### src/rtl/bank_au_pkg.sv
package bank_au_pkg;

   // Source of the effective register address
   typedef enum logic {
      SRC_DIRECT  = 1'b0,
      SRC_POINTER = 1'b1
   } addr_src_e;

   // Map a request level to the address source
   function automatic addr_src_e pick_src(input logic ind);
      return ind ? SRC_POINTER : SRC_DIRECT;
   endfunction

endpackage

### src/rtl/bau_ptr_reg.sv
module bau_ptr_reg #(
   parameter int ADDR_W = 6,
   parameter int CODE_W = 2,
   localparam int REG_W = ADDR_W + CODE_W
) (
   input  logic              clk,
   input  logic              rst_n,
   input  logic              wr_en,
   input  logic [REG_W-1:0]  wr_data,
   input  logic              bank_set_en,
   input  logic [CODE_W-1:0] bank_code,
   output logic [REG_W-1:0]  ptr_q
);

   logic [REG_W-1:0] nxt;

   // Pointer field: only a full register write changes it
   for (genvar i = 0; i < ADDR_W; i++) begin : g_ptr_bit
      always_comb begin
         nxt[i] = wr_en ? wr_data[i] : ptr_q[i];
      end
   end

   // Bank field: the bank instruction wins over a same-cycle write
   for (genvar j = 0; j < CODE_W; j++) begin : g_code_bit
      always_comb begin
         if (bank_set_en)
            nxt[ADDR_W+j] = bank_code[j];
         else if (wr_en)
            nxt[ADDR_W+j] = wr_data[ADDR_W+j];
         else
            nxt[ADDR_W+j] = ptr_q[ADDR_W+j];
      end
   end

   always_ff @(posedge clk) begin
      if (!rst_n)
         ptr_q <= '0;
      else
         ptr_q <= nxt;
   end

endmodule

### src/rtl/bau_bank_decode.sv
module bau_bank_decode #(
   parameter int CODE_W    = 2,
   parameter int NUM_BANKS = 2,
   localparam int IDX_W    = (NUM_BANKS > 1) ? $clog2(NUM_BANKS) : 1
) (
   input  logic [CODE_W-1:0] code_i,
   output logic [IDX_W-1:0]  idx_o
);

   localparam logic [CODE_W:0] LAST_BANK = (CODE_W+1)'(NUM_BANKS - 1);

   if (NUM_BANKS == (1 << CODE_W)) begin : g_direct
      // Every code names a bank of its own
      assign idx_o = code_i[IDX_W-1:0];
   end else begin : g_saturate
      // Codes beyond the last bank fold onto the last bank
      always_comb begin
         if ({1'b0, code_i} > LAST_BANK)
            idx_o = LAST_BANK[IDX_W-1:0];
         else
            idx_o = code_i[IDX_W-1:0];
      end
   end

endmodule

### src/rtl/bau_addr_map.sv
module bau_addr_map
   import bank_au_pkg::*;
#(
   parameter int ADDR_W = 6,
   parameter int IDX_W  = 1,
   localparam int PHYS_W = ADDR_W + IDX_W
) (
   input  addr_src_e         src_i,
   input  logic [ADDR_W-1:0] dir_addr_i,
   input  logic [ADDR_W-1:0] ptr_addr_i,
   input  logic [IDX_W-1:0]  bank_i,
   output logic [PHYS_W-1:0] phys_o
);

   logic [ADDR_W-1:0] eff;
   logic              in_banked_half;

   always_comb begin
      eff            = (src_i == SRC_POINTER) ? ptr_addr_i : dir_addr_i;
      in_banked_half = eff[ADDR_W-1];
      phys_o         = {(in_banked_half ? bank_i : {IDX_W{1'b0}}), eff};
   end

endmodule

### src/rtl/bank_addr_unit.sv
module bank_addr_unit
   import bank_au_pkg::*;
#(
   parameter int ADDR_W    = 6,
   parameter int CODE_W    = 2,
   parameter int NUM_BANKS = 2,
   localparam int REG_W    = ADDR_W + CODE_W,
   localparam int IDX_W    = (NUM_BANKS > 1) ? $clog2(NUM_BANKS) : 1,
   localparam int PHYS_W   = ADDR_W + IDX_W
) (
   input  logic              clk,
   input  logic              rst_n,
   input  logic              wr_en,
   input  logic [REG_W-1:0]  wr_data,
   input  logic              bank_set_en,
   input  logic [CODE_W-1:0] bank_code,
   input  logic              ind_sel,
   input  logic [ADDR_W-1:0] dir_addr,
   output logic [REG_W-1:0]  ptr_q,
   output logic [IDX_W-1:0]  bank_idx,
   output logic [PHYS_W-1:0] phys_addr
);

   // Elaboration-time parameter checks
   if (ADDR_W < 2) begin : g_bad_addr
      $error("bank_addr_unit: ADDR_W must be at least 2");
   end
   if (NUM_BANKS < 2) begin : g_bad_banks
      $error("bank_addr_unit: NUM_BANKS must be at least 2");
   end
   if (NUM_BANKS > (1 << CODE_W)) begin : g_bad_code
      $error("bank_addr_unit: CODE_W too narrow for NUM_BANKS");
   end

   addr_src_e src;

   assign src = pick_src(ind_sel);

   bau_ptr_reg #(
      .ADDR_W (ADDR_W),
      .CODE_W (CODE_W)
   ) u_reg (
      .clk         (clk),
      .rst_n       (rst_n),
      .wr_en       (wr_en),
      .wr_data     (wr_data),
      .bank_set_en (bank_set_en),
      .bank_code   (bank_code),
      .ptr_q       (ptr_q)
   );

   bau_bank_decode #(
      .CODE_W    (CODE_W),
      .NUM_BANKS (NUM_BANKS)
   ) u_dec (
      .code_i (ptr_q[REG_W-1:ADDR_W]),
      .idx_o  (bank_idx)
   );

   bau_addr_map #(
      .ADDR_W (ADDR_W),
      .IDX_W  (IDX_W)
   ) u_map (
      .src_i      (src),
      .dir_addr_i (dir_addr),
      .ptr_addr_i (ptr_q[ADDR_W-1:0]),
      .bank_i     (bank_idx),
      .phys_o     (phys_addr)
   );

endmodule

### config.mk
export PLATFORM = sky130hd
export DESIGN_NAME = bank_addr_unit
export DESIGN_NICKNAME = d
export VERILOG_FILES = /design/src/rtl/bank_au_pkg.sv /design/src/rtl/bau_ptr_reg.sv /design/src/rtl/bau_bank_decode.sv /design/src/rtl/bau_addr_map.sv /design/src/rtl/bank_addr_unit.sv
export SDC_FILE = /design/constraint.sdc
export NUM_CORES = 1
export LEC_CHECK = 0
export BUFFER_PORTS_ARGS = -buffer_cell sky130_fd_sc_hd__buf_4
export CAP_MARGIN = 20
export CELL_PAD_IN_SITES_DETAIL_PLACEMENT = 1
export CELL_PAD_IN_SITES_GLOBAL_PLACEMENT = 2
export CORE_AREA = 5 5 56 58
export DETAILED_ROUTE_END_ITERATION = 8
export DIE_AREA = 0 0 61 63
export PLACE_DENSITY_LB_ADDON = 0.05
export SLEW_MARGIN = 5
export SYNTH_ARGS = -nofsm -noshare
export SYNTH_HDL_FRONTEND = slang
export SYNTH_SLANG_ARGS = --single-unit
### constraint.sdc
create_clock -name clk -period 0.89 [get_ports clk]
set_clock_uncertainty 0.05 [all_clocks]
set_input_delay 0.0445 -clock clk [delete_from_list [all_inputs] [get_ports clk]]
set_output_delay 0.0445 -clock clk [all_outputs]
set_load 0.005 [all_outputs]
==> key figures <==
Synth
  • Cells after Synth: 36
  • Mapped Area: 420 um^2
  • Syn Nets: 57
  • Most frequent cells after synthesis: dfxtp_1, mux2i_1, nor2b_1
  • Synth top area share: 0.381
  • Number of flops mapped to enable cells by yosys: 0
  • Number of library cell types mapped by synthesis: 11
  • Yosys reg bits: 8
  • Synth Warn #: 0
  • Most frequent cell after synthesis: dfxtp_1
  • Post-synth ARST share: 0
  • Post-synthesis sequential area ratio: 0.381
  • Synth area leaders: dfxtp_1, mux2i_1, mux2_2, mux2_4, nor2b_1
  • Avg Inst Size Synth: 11.7 um^2
  • Predominant post-synthesis flop cell: dfxtp_1
  • Yosys top cell by area: dfxtp_1

Worst setup path
  • Startpoint types: flop
  • Cell Chain, Critical Path: or2_4 > and2_4 > buf_6
  • Critical-path top delay cell: dfxtp_2
  • CP max stage delay: 320 ps
  • WP buf/inv: 1
  • Setup crit end kind: primary output
  • WS Path Type: flop to primary output
  • Family with the most delay on the worst path: simple AND/OR/NAND/NOR gates
  • WP data arrival: between 1000 and 1500 ps
  • CP Max Fanout: 2
  • CP required: around 800 ps

Job
  • Max Cap Violations: 0

CTS
  • CTS sink cnt: 8
  • CTS clk-pin slew, worst paths: 60 ps
  • H-tree levels: 1
  • Max clock buf depth: 2
  • Total CTS buffers: 3
  • Clk_lat worst skew: 250 ps
  • TritonCTS clock tree: built
  • CTS root buffer: clkbuf_4

Detailed routing
  • Via density: 4.03
  • Vias: between 400 and 500
  • Starting DRT DRC Count: 3
  • WL per Instance: 13.4 um
  • # DRC: 0
  • WL final: about 1.6 mm
  • Antenna Nets Post-Route: 0
  • Initial DRT Pass Iterations: 4

Run status
  • Run status: complete, but fails checks
  • Violated checks: negative setup slack

Global routing
  • GRT overflow: 0
  • Vias in the first global route: 575
  • Initial antenna violation count: 0
  • Largest net degree at the start of global routing: 9
  • Tot GR Track Use: 0.0886
  • First-pass GRT wire length: about 2.5 mm

Pwr
  • Static Leak: 0.509 nW
  • Maximum VDD drop: between 0.3 and 0.4 mV
  • PwrDens: about 1100 mW/mm^2
  • Total power: approximately 1.1 mW

Floorplan
  • Die Width: 61 um
  • Initial Util: 0.161
  • Num rows: 19
  • Die span in y: 63 um
  • Core Region: 0.00262 mm^2
  • # IOs: 37
  • Total die area: 0.00384 mm^2

Layout
  • Syn-to-layout area delta: 135%
  • Layout cells sized above 1: 0.787
  • Largest register FFs: 8
  • Fill cell count: about 300
  • Largest regs: u_reg.ptr_q x8
  • Register area: between 150 and 200 um^2
  • Final #Nets: 112
  • Area of the multi-input gates: approximately 270 um^2
  • ANT cells: 0
  • Top reg by flops: u_reg.ptr_q

Timing
  • Final setup viols: 12
  • WHS: 9.03 ps
  • Measured slew at the worst slew-check pin: about 140 ps
  • Final Max Tran Viols: 0
  • Setup ws final: -283 ps
  • Final Cycle Share: 1.32
  • Slew headroom: 0.904
  • RSZ-0062 raised after global routing: yes
  • F_max: between 800 and 900 MHz
  • Tmin final: ~1200 ps
  • Final Hold Fails: 0

Placement
  • DP HPWL: approximately 1.2 mm
  • RePlAce Congestion: 0.624
  • Number of port buffers: 36

Min path
  • Hold WC Path Type: input port to flop
[stage by stage]
| step | setup TNS, ps | cell area (um^2) | setup slack (ps) | std cells | util |
|---|---|---|---|---|---|
| 6_report | -2090 | 987 | -283 | 120 | 0.378 |
| 5_1_grt | -2600 | 987 | -306 | 120 | 0.378 |
| 4_1_cts | -2020 | 940 | -304 | 117 | 0.359 |
| 3_5_place_dp | -152 | 728 | -72.3 | 103 | 0.278 |
| 3_3_place_gp | -115 | 728 | -59.0 | 103 | 0.278 |
| 2_1_floorplan | -51.7 | 420 | -26.1 | 36 | - |
[power breakdown]
part,internal [mW],total [mW],switching (mW)
registers,0.386,0.403,0.0169
clock network,0.154,0.277,0.123
logic,0.295,0.410,0.115
total,0.836,1.09,0.255
[worst paths after layout]
| path | startpoint | endpoint | slack [ps] | cells past startpoint |
|---|---|---|---|---|
| setup / recovery | u_reg.ptr_q[7] | phys_addr[6] | -280 | 3 |
| hold / removal | wr_data[0] | u_reg.ptr_q[0] | 9 | 3 |
| setup reg to reg | u_reg.ptr_q[6] | u_reg.ptr_q[6] | -170 | 3 |
| hold reg to reg | u_reg.ptr_q[0] | u_reg.ptr_q[0] | 570 | 3 |
[area by class of cell]
class                      count  area share
multi-input combinational     26       0.271
clock buffer                   3      0.0228
timing repair buffer          52       0.494
sequential                     8       0.172
tap                           31      0.0393
[kinds of logic (layout without fill, tap and decap cells)]
logic type / count (synthesis) / in the layout / synth area share
compound gates: 2 / 2 / 0.0476
simple gates: 10 / 10 / 0.149
buf+inv: 2 / 55 / 0.0387
flops: 8 / 8 / 0.381
mux: 14 / 14 / 0.384
[layer usage]
metal,global-route usage,share of wire,up-vias
li1,-,-,233
met1,0.105,0.40,221
met2,0.135,0.49,29
met3,0.0434,0.11,0
met4,0.0325,0,0
met5,0,0,-
[layout by cell type, fill, tap and decap left out]
cell	instances
nor2b_1	6
dfxtp_2	8
mux2_4	8
buf_6	24
or2_4	1
and2_4	1
buf_4	25
clkbuf_4	3
o211a_1	2
dlygate4sd3_1	3
mux2i_1	6
nand2b_1	2
[tightest hold or removal path, cell delays in order]
cell     delay (ps)
buf_4            80
mux2i_1          60
nor2b_1          90
[repair_timing]
action                                  in CTS  in global routing
buffers inserted                             8                  8
resized for setup                           32                 12
cloned                                       0                  0
pin swaps                                    3                  3
hold buffers                                 3                  0
endpoints found under the setup margin      11                 18
hold endpoints to repair                     3                  0
(Power assumes the default switching activity.)
